<file path="config.mk">
export PLATFORM = sky130hd
export DESIGN_NAME = ovp_crowbar_ctrl
export DESIGN_NICKNAME = d
export VERILOG_FILES = /design/src/rtl/ovp_pkg.sv /design/src/rtl/ovp_sync.sv /design/src/rtl/ovp_fault_fsm.sv /design/src/rtl/ovp_phase_drive.sv /design/src/rtl/ovp_crowbar_ctrl.sv
export SDC_FILE = /design/constraint.sdc
export NUM_CORES = 1
export LEC_CHECK = 0
export ABC_AREA = 0
export BUFFER_PORTS_ARGS = -buffer_cell sky130_fd_sc_hd__buf_2
export CAP_MARGIN = 20
export CORE_AREA = 2 2 39 41
export DETAILED_ROUTE_END_ITERATION = 10
export DIE_AREA = 0 0 41 43
export HOLD_SLACK_MARGIN = 0.02
export SETUP_SLACK_MARGIN = 0.5
export SLEW_MARGIN = 0
export SYNTH_ARGS = -nofsm -noshare
export SYNTH_HDL_FRONTEND = slang
export SYNTH_SLANG_ARGS = --single-unit
</file>
<file path="constraint.sdc">
create_clock -name clk -period 1.7 [get_ports clk]
set_clock_uncertainty 0.05 [all_clocks]
set_input_delay 0.085 -clock clk [delete_from_list [all_inputs] [get_ports clk]]
set_output_delay 0.085 -clock clk [all_outputs]
set_load 0.005 [all_outputs]
</file>
<file path="src/rtl/ovp_pkg.sv">
package ovp_pkg;
  typedef enum logic [1:0] {
    MODE_OFF    = 2'd0,
    MODE_RUN    = 2'd1,
    MODE_CB_LOW = 2'd2,
    MODE_CB_HIZ = 2'd3
  } ovp_mode_e;
endpackage

</file>
<file path="src/rtl/ovp_sync.sv">
module ovp_sync #(
  parameter int WIDTH  = 1,
  parameter int STAGES = 2
) (
  input  logic             clk,
  input  logic             rst,
  input  logic [WIDTH-1:0] d_async,
  output logic [WIDTH-1:0] q_sync
);
  logic [WIDTH-1:0] chain [STAGES];

  always_ff @(posedge clk) begin
    if (rst) begin
      for (int s = 0; s < STAGES; s++) chain[s] <= '0;
    end else begin
      chain[0] <= d_async;
      for (int s = 1; s < STAGES; s++) chain[s] <= chain[s-1];
    end
  end

  assign q_sync = chain[STAGES-1];
endmodule

</file>
<file path="src/rtl/ovp_fault_fsm.sv">
module ovp_fault_fsm
  import ovp_pkg::*;
(
  input  logic      clk,
  input  logic      rst,
  input  logic      bias_good,
  input  logic      ov_s,
  input  logic      tgt_s,
  output ovp_mode_e mode,
  output logic      fault_latched,
  output logic      crowbar_low
);
  ovp_mode_e mode_nx;

  always_comb begin
    mode_nx = mode;
    if (!bias_good) begin
      mode_nx = MODE_OFF;
    end else begin
      unique case (mode)
        MODE_OFF:    mode_nx = ov_s ? MODE_CB_LOW : MODE_RUN;
        MODE_RUN:    mode_nx = ov_s ? MODE_CB_LOW : MODE_RUN;
        MODE_CB_LOW: mode_nx = ov_s ? MODE_CB_LOW : (tgt_s ? MODE_CB_HIZ : MODE_CB_LOW);
        MODE_CB_HIZ: mode_nx = ov_s ? MODE_CB_LOW : MODE_CB_HIZ;
        default:     mode_nx = MODE_OFF;
      endcase
    end
  end

  always_ff @(posedge clk) begin
    if (rst) begin
      mode          <= MODE_OFF;
      fault_latched <= 1'b0;
      crowbar_low   <= 1'b0;
    end else begin
      mode          <= mode_nx;
      fault_latched <= (mode_nx == MODE_CB_LOW) || (mode_nx == MODE_CB_HIZ);
      crowbar_low   <= (mode_nx == MODE_CB_LOW);
    end
  end
endmodule

</file>
<file path="src/rtl/ovp_phase_drive.sv">
module ovp_phase_drive
  import ovp_pkg::*;
#(
  parameter int NUM_PHASES = 4
) (
  input  logic                  clk,
  input  logic                  rst,
  input  logic                  bias_good,
  input  ovp_mode_e             mode,
  input  logic [NUM_PHASES-1:0] pwm_req,
  output logic [NUM_PHASES-1:0] phase_oe,
  output logic [NUM_PHASES-1:0] phase_dat
);
  for (genvar p = 0; p < NUM_PHASES; p++) begin : g_phase
    always_ff @(posedge clk) begin
      if (rst || !bias_good) begin
        phase_oe[p]  <= 1'b0;
        phase_dat[p] <= 1'b0;
      end else begin
        unique case (mode)
          MODE_RUN: begin
            phase_oe[p]  <= 1'b1;
            phase_dat[p] <= pwm_req[p];
          end
          MODE_CB_LOW: begin
            phase_oe[p]  <= 1'b1;
            phase_dat[p] <= 1'b0;
          end
          default: begin
            phase_oe[p]  <= 1'b0;
            phase_dat[p] <= 1'b0;
          end
        endcase
      end
    end
  end
endmodule

</file>
<file path="src/rtl/ovp_crowbar_ctrl.sv">
module ovp_crowbar_ctrl
  import ovp_pkg::*;
#(
  parameter int NUM_PHASES  = 4,
  parameter int SYNC_STAGES = 2
) (
  input  logic                  clk,
  input  logic                  rst,
  input  logic                  bias_good,
  input  logic                  ov_flag,
  input  logic                  at_target,
  input  logic [NUM_PHASES-1:0] pwm_req,
  output logic [NUM_PHASES-1:0] phase_oe,
  output logic [NUM_PHASES-1:0] phase_dat,
  output logic                  fault_latched,
  output logic                  crowbar_low
);
  localparam int FLAG_W = 2;

  logic [FLAG_W-1:0] flags_raw;
  logic [FLAG_W-1:0] flags_s;
  ovp_mode_e         mode;

  assign flags_raw = {at_target, ov_flag};

  ovp_sync #(.WIDTH(FLAG_W), .STAGES(SYNC_STAGES)) u_sync (
    .clk     (clk),
    .rst     (rst),
    .d_async (flags_raw),
    .q_sync  (flags_s)
  );

  ovp_fault_fsm u_fsm (
    .clk           (clk),
    .rst           (rst),
    .bias_good     (bias_good),
    .ov_s          (flags_s[0]),
    .tgt_s         (flags_s[1]),
    .mode          (mode),
    .fault_latched (fault_latched),
    .crowbar_low   (crowbar_low)
  );

  ovp_phase_drive #(.NUM_PHASES(NUM_PHASES)) u_drive (
    .clk       (clk),
    .rst       (rst),
    .bias_good (bias_good),
    .mode      (mode),
    .pwm_req   (pwm_req),
    .phase_oe  (phase_oe),
    .phase_dat (phase_dat)
  );
endmodule

</file>
# Word level (Yosys, flattened, before mapping)

Memories as Yosys holds them, arrays and structs flattened.
Cells that the tools add are included.

Equal/unequal tests: 5
Multiplexer cells: 12
Bitwise operators: 3
Reduce and logical (&&, ||, !) cells: 7

Operators with widths:

| cell                 | count |
|---|---|
| $mux W2              | 5 |
| $eq A2 B2 Y1 const B | 4 |
| $mux W1              | 6 |
| $pmux W2 S3          | 1 |
| $reduce_or A2 Y1     | 3 |
| $eq A2 B1 Y1 const B | 1 |
| $logic_not A2 Y1     | 1 |
| $logic_or A1 B1 Y1   | 2 |
| $or A1 B1 Y1         | 2 |
| $logic_not A1 Y1     | 1 |
| $not A1 Y1           | 1 |

Register bits: 9
RAM bits: 4
Bits of input ports: 9
Word-level logic and storage cells: 36
Memories kept: 1

Memories:

| name         | words | width | rd ports | clocked after Yosys merged registers in | wr ports | line           | text |
|---|---|---|---|---|---|---|---|
| u_sync.chain | 2     | 2     | 2        | 0                                       | 2        | ovp_sync.sv:10 | `logic [WIDTH-1:0] chain [STAGES];` |

# Depth between registers and ports, before layout

Gate-level depths: netlist of the first run.
An unclocked memory read counts as a cell.

Depth in word-level cells: 7
Mapped depth: 4
Depth with buffers taken out: 4

# Modules after synthesis

Synthesis of the first run repeated with hierarchy kept, for this count alone.

Cells, all modules: 37
Area, all modules: 432.9 sq um

Modules (own cells, without submodules):

| module          | instances | cells an instance | area each (sq um) | sequential area each (sq um) |
|---|---|---|---|---|
| ovp_phase_drive | 1         | 15                | 186.4             | 100.1 |
| ovp_fault_fsm   | 1         | 12                | 126.4             | 80.1 |
| ovp_sync        | 1         | 10                | 120.1             | 80.1 |

# Least setup slack after synthesis of the first run

Ideal clock, no wire load.

Kind: reg2reg
Start point: register u_fsm.mode[0]
End point: register u_fsm.crowbar_low
Arrival: 0.847 ns
Data required time: 1.535 ns
Path slack: 0.688 ns
Cell stages (with the launch flop): 5
Path buffers: 0
Cells stage by stage: dfxtp_1 -> inv_1 -> ha_1 -> nor3b_2 -> o21a_1

Word-level cells in the longest chain between the ends: 5
Elaborated cells on any way between the ends: 8
Classes of those cells: 4 x eq/ne; 2 x mux; 2 x reduce/logical

RTL lines:

| item                                             | line                | text |
|---|---|---|
| start: declaration                               | ovp_fault_fsm.sv:9  | `output ovp_mode_e mode,` |
| start signal: assignment                         | ovp_fault_fsm.sv:36 | `mode <= mode_nx;` |
| $eq A2 B1 Y1 or $logic_not A2 Y1 (tied branches) | ovp_fault_fsm.sv:20 | `unique case (mode)` |
| $reduce_or A2 Y1 (no source line)                | -                   |  |
| $pmux W2 S3 (*)                                  | ovp_fault_fsm.sv:20 |  |
| $mux W2 (*)                                      | ovp_fault_fsm.sv:17 | `if (!bias_good) begin` |
| $eq A2 B2 Y1 (*)                                 | ovp_fault_fsm.sv:38 | `crowbar_low <= (mode_nx == MODE_CB_LOW);` |
| end signal: assignment                           | ovp_fault_fsm.sv:38 |  |
| end: declaration                                 | ovp_fault_fsm.sv:11 | `output logic crowbar_low` |

Mark *: on every way between the ends. The rest lies on a longest branch, timed or not.
A chain may end at the register's enable or synchronous reset.

# Worst setup path after layout of the first run

Ends and elaborated chain as after synthesis.

==> results by stage, run 1 <==
STA:
- Setup repair after global routing left no endpoint under its margin.
- The share of the cycle needed by the critical path after routing is 62.7%.
- The number of pins exceeding their max-slew limit in the final report came to 0.
- The clock period minus final worst setup slack is approximately 1.1 ns.
- The tightest slew margin relative to the limit is 87.4%.
- The number of failing hold endpoints at the final stage is 0.
- The number of failing setup endpoints in the final timing report is 0.
- The achievable frequency is 938 MHz.
- The tightest hold path in the finished design has a slack of approximately 0.09 ns.
- The setup TNS after final layout is 0 ns.
- For the pin with the worst max-slew slack, the measured transition is 0.189 ns.

Drt:
- The DRC violation count after routing is 0.
- The count of nets left with antenna violations after detail routing is 0.
- Wires add up to 696 um.
- The number of vias per cell is 3.99.
- The total via count in the routed design is 311.
- Dividing the detail-routed wire length by the instance count gives around 8.9 um.
- The count of routing violations after the opening detailed-route iteration is 4.
- For this run, the detailed router's first-pass iteration total came to 2.

Floorplanning:
- The count of pins on the block boundary is 19.
- The core footprint is between 1000 and 1500 sq um.
- In this run the core area contains 14 standard-cell rows.
- From bottom edge to top edge, the die measures roughly 43 um.
- The starting density of the core is 30.0%.
- The die area is around 1800 sq um.
- The horizontal extent of the die is around 41 um.

Cells and area:
- The diode insertion count for antenna repair is 0.
- The post-synthesis to final-layout area growth is 46.7%.
- After filler insertion, the fill cell instance count of the layout stands at 136.
- The net total in the final layout is 75.
- Of the cells placed in the final design, the portion with a size suffix greater than 1 is 40.3%.
- The combined area of the multi-input logic cells is 145 sq um.
- Summing all flip-flop and latch instances after layout gives 240 sq um.

CTS:
- The TritonCTS sink count is 12.
- The clock slew seen by the registers of the worst setup and hold paths is 0.07 ns.
- The clock root buffer is sky130_fd_sc_hd__clkbuf_4.
- The count of buffers added by post-CTS timing repair for setup is 0.
- The clock tree from TritonCTS is built.
- The number of clock buffers added by TritonCTS is 3.
- The clock latency at the later pin of the worst-skew pair is approximately 0.27 ns.
- In this run the number of H-tree levels came out at 1.
- The deepest clock path buffer count is 2.
- After clock tree synthesis, the repair step resized 0 gates.
- In this run, post-CTS hold repair placed 7 buffers.

Critical path:
- The signal on the critical path passes through inv_1, ha_1, nor3b_2, o21a_1.
- The class of the most critical setup path is reg -> reg.
- The largest stage delay on the critical path is 0.36 ns.
- The type of element capturing the critical path is a register.
- At the worst endpoint, the arrival time is around 1.2 ns.
- At the worst endpoint, the required time is 1.82 ns.
- The largest fanout on the critical path is 3.
- The worst setup path is launched from a register.
- On the critical path, the stage with the largest delay is an instance of sky130_fd_sc_hd__dfxtp_1.

Pwr:
- Summed over all cells, the static leakage comes to 0.315 nW.
- The worst-case IR drop observed on VDD is 0.580 mV.
- In this run the power spent charging and discharging nets is about 0.00011 W.
- The internal portion of the total power is approximately 0.00045 W.
- In this run, the clock network consumes 39.6% of the power.
- The net switching share of the total power is 20.0%.
- In this run, flip-flops and latches consume between 50 and 60% of the power.
- Combinational cells account for ~8% of the total power.
- The power per standard cell area is 922 nW/um^2.

Global routing:
- The global-route met1 utilization is 7.74%.
- The initial antenna violation count came to 0.
- The maximum number of pins on one net before global-route repair is 8.
- For this run, global-route usage on met2 was measured as between 10% and 20%.
- Global routing consumed, on the met3 layer, 9.42% of the routing resources.
- The number of global-route vias before repair is 284.
- The aggregate global routing overflow is 0.
- The first global-routing pass estimated 1.04 mm of wire.
- The total track usage is roughly 9.6%.
- The most used routing layer in global routing is met2.

Min path:
- The worst min-delay path class is in -> reg.

Placement:
- Buffers placed on the I/O ports in this run total 18.
- The congestion estimate from routability-driven global placement came to 0.663.

Synth:
- The number of warning messages in the yosys log is 0.
- The synthesized flop and latch total is 12.
- The average instance in the mapped netlist occupies between 10 and 15 sq um.
- The cell count after synthesis came out at 36.
- The area share of the largest cell type after synthesis is 57.8%.
- The number of distinct standard cells referenced by the synthesized netlist is 13.
- By area the synthesized netlist is led by sky130_fd_sc_hd__dfxtp_1 58%, sky130_fd_sc_hd__ha_1 9.0%, sky130_fd_sc_hd__and3_1 6.0%, sky130_fd_sc_hd__nor2b_1 6.0%, sky130_fd_sc_hd__buf_4 5.4%.
- The net count after synthesis is 48.
- The mapped netlist covers 415 sq um.
- The cell accounting for the most synthesized area is sky130_fd_sc_hd__dfxtp_1.
- After synthesis, flip-flops and latches occupy slightly below 60% of the total area.

Outcome:
- The flow ran to the end, and the final reports show no timing, DRC or antenna violations.

Job:
- The count of max-cap constraint violations is 0.
==> cell families after synthesis <==
group           after synthesis  share of synthesized area, %
buf+inv                       5                          7.23
compound gates                1                          1.81
simple gates                 15                          24.1
flops                        12                          57.8
fa+ha+maj                     3                          9.04
==> per-stage QoR <==
| step | worst slack [ns] | total power, W | std cells | util (%) | area (sq um) |
|---|---|---|---|---|---|
| 5_1_grt | 0.570 | 0.000595 | 78 | 44.0 | 609 |
| 4_1_cts | 0.624 | 0.000575 | 78 | 44.0 | 609 |
| 3_5_place_dp | 0.637 | 0.000334 | 67 | 36.3 | 503 |
| 2_1_floorplan | 0.688 | 0.000319 | 36 | - | 415 |
| 6_report | 0.634 | 0.000562 | 78 | 44.0 | 609 |
| 3_3_place_gp | 0.666 | 0.000334 | 67 | 36.3 | 503 |
==> metal layers <==
metal	routed length, um	share of wire, %
met5	0	0
met4	0	0
met3	91	13
met2	325	47
met1	279	40
==> power groups by stage <==
stage / logic [W] / registers [W] / clock network (W)
final: 0.0000449 / 0.000294 / 0.000222
after global routing: 0.0000508 / 0.000296 / 0.000249
after global placement: 0.0000328 / 0.000301 / 0
after detailed placement: 0.0000331 / 0.000301 / 0
after CTS: 0.0000456 / 0.000295 / 0.000235
after floorplan: 0.0000174 / 0.000301 / 0
==> final timing paths <==
| kind | depth (start not counted) | end | start | slack [ns] |
|---|---|---|---|---|
| setup / recovery | 4 | u_fsm.crowbar_low | u_fsm.mode[0] | 0.63 |
| hold reg to reg | 1 | u_sync.chain[0][2] | u_sync.chain[0][0] | 0.39 |
| setup reg to reg | 4 | u_fsm.crowbar_low | u_fsm.mode[0] | 0.63 |
| hold / removal | 3 | u_fsm.mode[1] | bias_good | 0.09 |
==> registers in the layout (all words and copies together) (netlist names) <==
signal	flops
u_drive.phase_dat	4
u_sync.chain	4
u_fsm.mode	2
u_drive.phase_oe	1
u_fsm.crowbar_low	1
==> synth_stat cells, drive strengths merged <==
cell / n
nor3b: 1
buf: 3
nor2: 2
ha: 3
dfxtp: 12
nand2b: 1
o21a: 1
inv: 2
and3: 4
nor3: 2
nor2b: 5
==> final cells by class <==
type,instances,share of cell area (%)
clock buffer,4,5.95
timing repair buffer,25,26.3
inverter,2,1.23
tap,16,3.29
multi-input combinational,19,23.8
sequential,12,39.4
==> placed cells by master (no fill, tap or decap), drive strengths merged <==
cell type | netlist | routed
and3 | 4 | 4
buf | 3 | 18
clkbuf | 0 | 4
dfxtp | 12 | 12
dlygate4sd3 | 0 | 7
ha | 3 | 3
inv | 2 | 2
nand2b | 1 | 1
nor2 | 2 | 2
nor2b | 5 | 5
nor3 | 2 | 2
nor3b | 1 | 1
o21a | 1 | 1
==> critical path: cells and delay by family (launching register included) <==
family                     cells  cell delay (ns)
DFF                            1             0.36
adders and majority gates      1             0.18
and+or+nand+nor                1             0.16
AOI/OAI and AO/OA              1             0.16
buffers and inverters          1             0.05
No activity file was read; power rests on OpenSTA's default activity.
==> run 2, diff against run 1 <==
==> constraint.sdc (replaced) <==
create_clock -name clk -period 0.88 [get_ports clk]
set_clock_uncertainty 0.05 [all_clocks]
set_input_delay 0.044 -clock clk [delete_from_list [all_inputs] [get_ports clk]]
set_output_delay 0.044 -clock clk [all_outputs]
set_load 0.005 [all_outputs]
==> run 2 against run 1 <==
Effect of this change:
- the run now ends with negative hold slack, negative setup slack left
- die area stayed put
- total power rose by 76%
- via count shrank 2.6%
- hold slack worse by 0.15 ns
- wire length down 3.2%
- clock-buffer cell count decreased by 1
- sequential power rose by 94%
- non-clock buffer count fell by 7
- critical path type unchanged
- critical endpoint unchanged
==> results by stage, run 2 (same netlist as run 1, synthesis figures left out) <==
Outcome:
- The flow ran to the end, but the final reports show violations.
- The final reports fail on negative hold slack, negative setup slack.

Drt:
- The routed design has 674 um of wire.
- The final route contains 303 vias.
- In the final routed layout, each cell accounts on average for roughly 9.5 um.
- Using the TritonRoute via totals, the vias-per-cell ratio works out to between 4 and 5.
- The count of routing violations after the opening detailed-route iteration is 5.
- In this run the remaining antenna-violating nets after routing total 0.
- In the routed design, unresolved DRC markers number 0.
- The number of detailed-route iterations in the first pass is 4.

STA:
- For the final routed database, the setup TNS stands at -0.587 ns.
- The number of pins exceeding their max-slew limit in the final report is 0.
- The worst path uses 115% of the clock period.
- The transition time at the pin with the least slew margin is 0.169 ns.
- In this run the tightest slew margin relative to its limit is 88.7%.
- For the finished layout, the period the worst path requires is 1.01 ns.
- Derived from the worst setup path, the maximum achievable clock frequency is 990 MHz.
- Setup repair after global routing could not meet its margin everywhere.
- The hold slack is -0.0642 ns.
- The number of failing setup endpoints in the final timing report is 8.
- The number of failing hold endpoints at the final stage came to 8.
- The slack of the critical path is -0.130 ns.

Floorplanning:
- The standard-cell row count is 14.
- The horizontal extent of the die is 41 um.
- The count of pins on the block boundary is 19.
- The initial utilization of the core area, before any placement, comes to 30.0%.
- The core footprint is 1380 sq um.
- The floorplan step defined a die boundary enclosing 1760 sq um.
- The die is 43 um tall.

CTS:
- Clock tree synthesis inserted a total of 3 buffers.
- The TritonCTS sink count is 12.
- The maximum level of the CTS H-tree is 1.
- The clock latency at the later pin of the worst-skew pair is 0.27 ns.
- TritonCTS built the clock tree.
- The clock passes through at most 2 buffers.
- The clock root buffer is sky130_fd_sc_hd__clkbuf_4.
- The count of buffers added by post-CTS timing repair for setup is 0.
- The clock slew seen by the registers of the worst setup and hold paths is 0.08 ns.

Global routing:
- The global-route wire length before repair is 1.10 mm.
- The number of global-route vias before repair is 293.
- Entering global routing, the biggest net connects 8 pins.
- The initial antenna violation count came to 0.
- The total track usage is 10.2%.
- The aggregate global routing overflow is 0.

Placement:
- The last weighted congestion value of the routability-driven placer is 0.735.
- The post-detailed-placement cell area is 538 sq um.
- The minimum setup slack after placement is -0.113 ns.
- The count of input and output buffers is 18.
- Summed over all nets, the half-perimeter wirelength after detailed placement is 496 um.

Critical path:
- The type of element launching the critical path is a register.
- In this run the critical register-to-register path is launched from u_fsm.mode[0].
- Across all register-to-register paths, the minimum setup slack is -0.13 ns.
- Of all nets on the critical path, the largest fanout is 3.
- Measured in cells, the most critical reg-to-reg path has a length of 4.
- The type of element capturing the critical path is a register.
- The critical path required time is 1.00 ns.
- The critical path in this run is classified as reg -> reg.
- The worst register-to-register path ends at u_fsm.crowbar_low.
- Tracing the worst setup path back leads to its startpoint at u_fsm.mode[0].
- The critical path data arrival time is 1.13 ns.
- The end point of the critical path is u_fsm.crowbar_low.

Cells and area:
- The post-synthesis to final-layout area growth is 50.9%.
- The library cell used most frequently in the layout, excluding fill and tap cells, is sky130_fd_sc_hd__buf_2.
- In the layout the commonest cells are 10 x sky130_fd_sc_hd__buf_2, 8 x sky130_fd_sc_hd__buf_6, 5 x sky130_fd_sc_hd__dfxtp_1.
- The share of the core filled with cells in the final layout is 45.3%.
- For this run, the post-layout net count is 68.
- The summed area of non-filler cells in the final layout is approximately 630 sq um.
- The largest registers in the layout are u_drive.phase_dat x4, u_sync.chain x4, u_fsm.mode x2.
- The fraction of layout cells with a size suffix above 1 is a little under two thirds.
- The repair_antennas step left the layout with diodes totalling 0.

Min path:
- The worst min-delay path class is in -> reg.

Pwr:
- The clock network accounts for 34.7% of the total power.
- Power spread over the standard cell area amounts to 1580 nW/um^2.
- Net switching is about 22% of the power.
- The power share of the sequential group is 57.5%.
- Summed over all cells, the static leakage comes to roughly 0.29 nW.
- The analysis attributes to net switching a power of around 0.00022 W.
- The internal portion of the total power is 0.000769 W.
- The worst supply voltage drop on vdd is 1.14 mV.
- The combinational power share is 7.8%.

Job:
- Max-cap violations in this run came to 0.
[run 2: layout make-up]
cell class / count / area [sq um]
Sequential cell: 12 / 256
Tap cell: 16 / 20.0
Multi-Input combinational cell: 19 / 176
Fill cell: 134 / 757
Inverter: 2 / 7.51
Timing Repair Buffer: 18 / 140
Clock buffer: 3 / 22.5
Clock inverter: 1 / 3.75
[run 2: per-layer routing]
layer	vias up	part of all wire, %	wire, um	track usage (%)
li1	150	-	-	-
met1	134	38	256	8.44
met2	17	51	345	15.9
met3	2	9.2	62	9.42
met4	0	1.2	8	4.00
met5	-	0	0	0
[run 2: per-stage QoR]
step                      total power (W)  std cells
final                            0.000991         71
after global routing              0.00104         71
after floorplan                  0.000621         36
after global placement           0.000647         67
after CTS                         0.00101         71
after detailed placement         0.000648         67
[run 2: how the worst min path moves through the flow]
stage             from            endpoint  cells past startpoint
2_1_floorplan      rst  u_sync.chain[0][0]                      1
3_3_place_gp   ov_flag  u_sync.chain[0][0]                      2
3_5_place_dp   ov_flag  u_sync.chain[0][0]                      2
4_1_cts        ov_flag  u_sync.chain[0][0]                      2
5_1_grt        ov_flag  u_sync.chain[0][0]                      2
6_report       ov_flag  u_sync.chain[0][0]                      2
[run 2: timing repair]
action                                 in CTS  in global routing
gates resized for setup                     7                  3
setup endpoints to repair                  20                 20
endpoints found under the hold margin       8                  8
pin swaps                                   1                  1
[run 2: worst max-delay path: stages (launching register included)]
cell	delay, ns
sky130_fd_sc_hd__dfxtp_4	0.37
sky130_fd_sc_hd__inv_2	0.04
sky130_fd_sc_hd__ha_4	0.14
sky130_fd_sc_hd__nor3b_4	0.15
sky130_fd_sc_hd__o21a_1	0.17
[run 2: power by group through the flow]
stage	Sequential (W)	Clock, W	Combinational, W
6_report	0.000570	0.000344	0.0000768
5_1_grt	0.000572	0.000383	0.0000860
2_1_floorplan	0.000581	0	0.0000392
3_5_place_dp	0.000581	0	0.0000675
4_1_cts	0.000570	0.000360	0.0000758
3_3_place_gp	0.000580	0	0.0000669
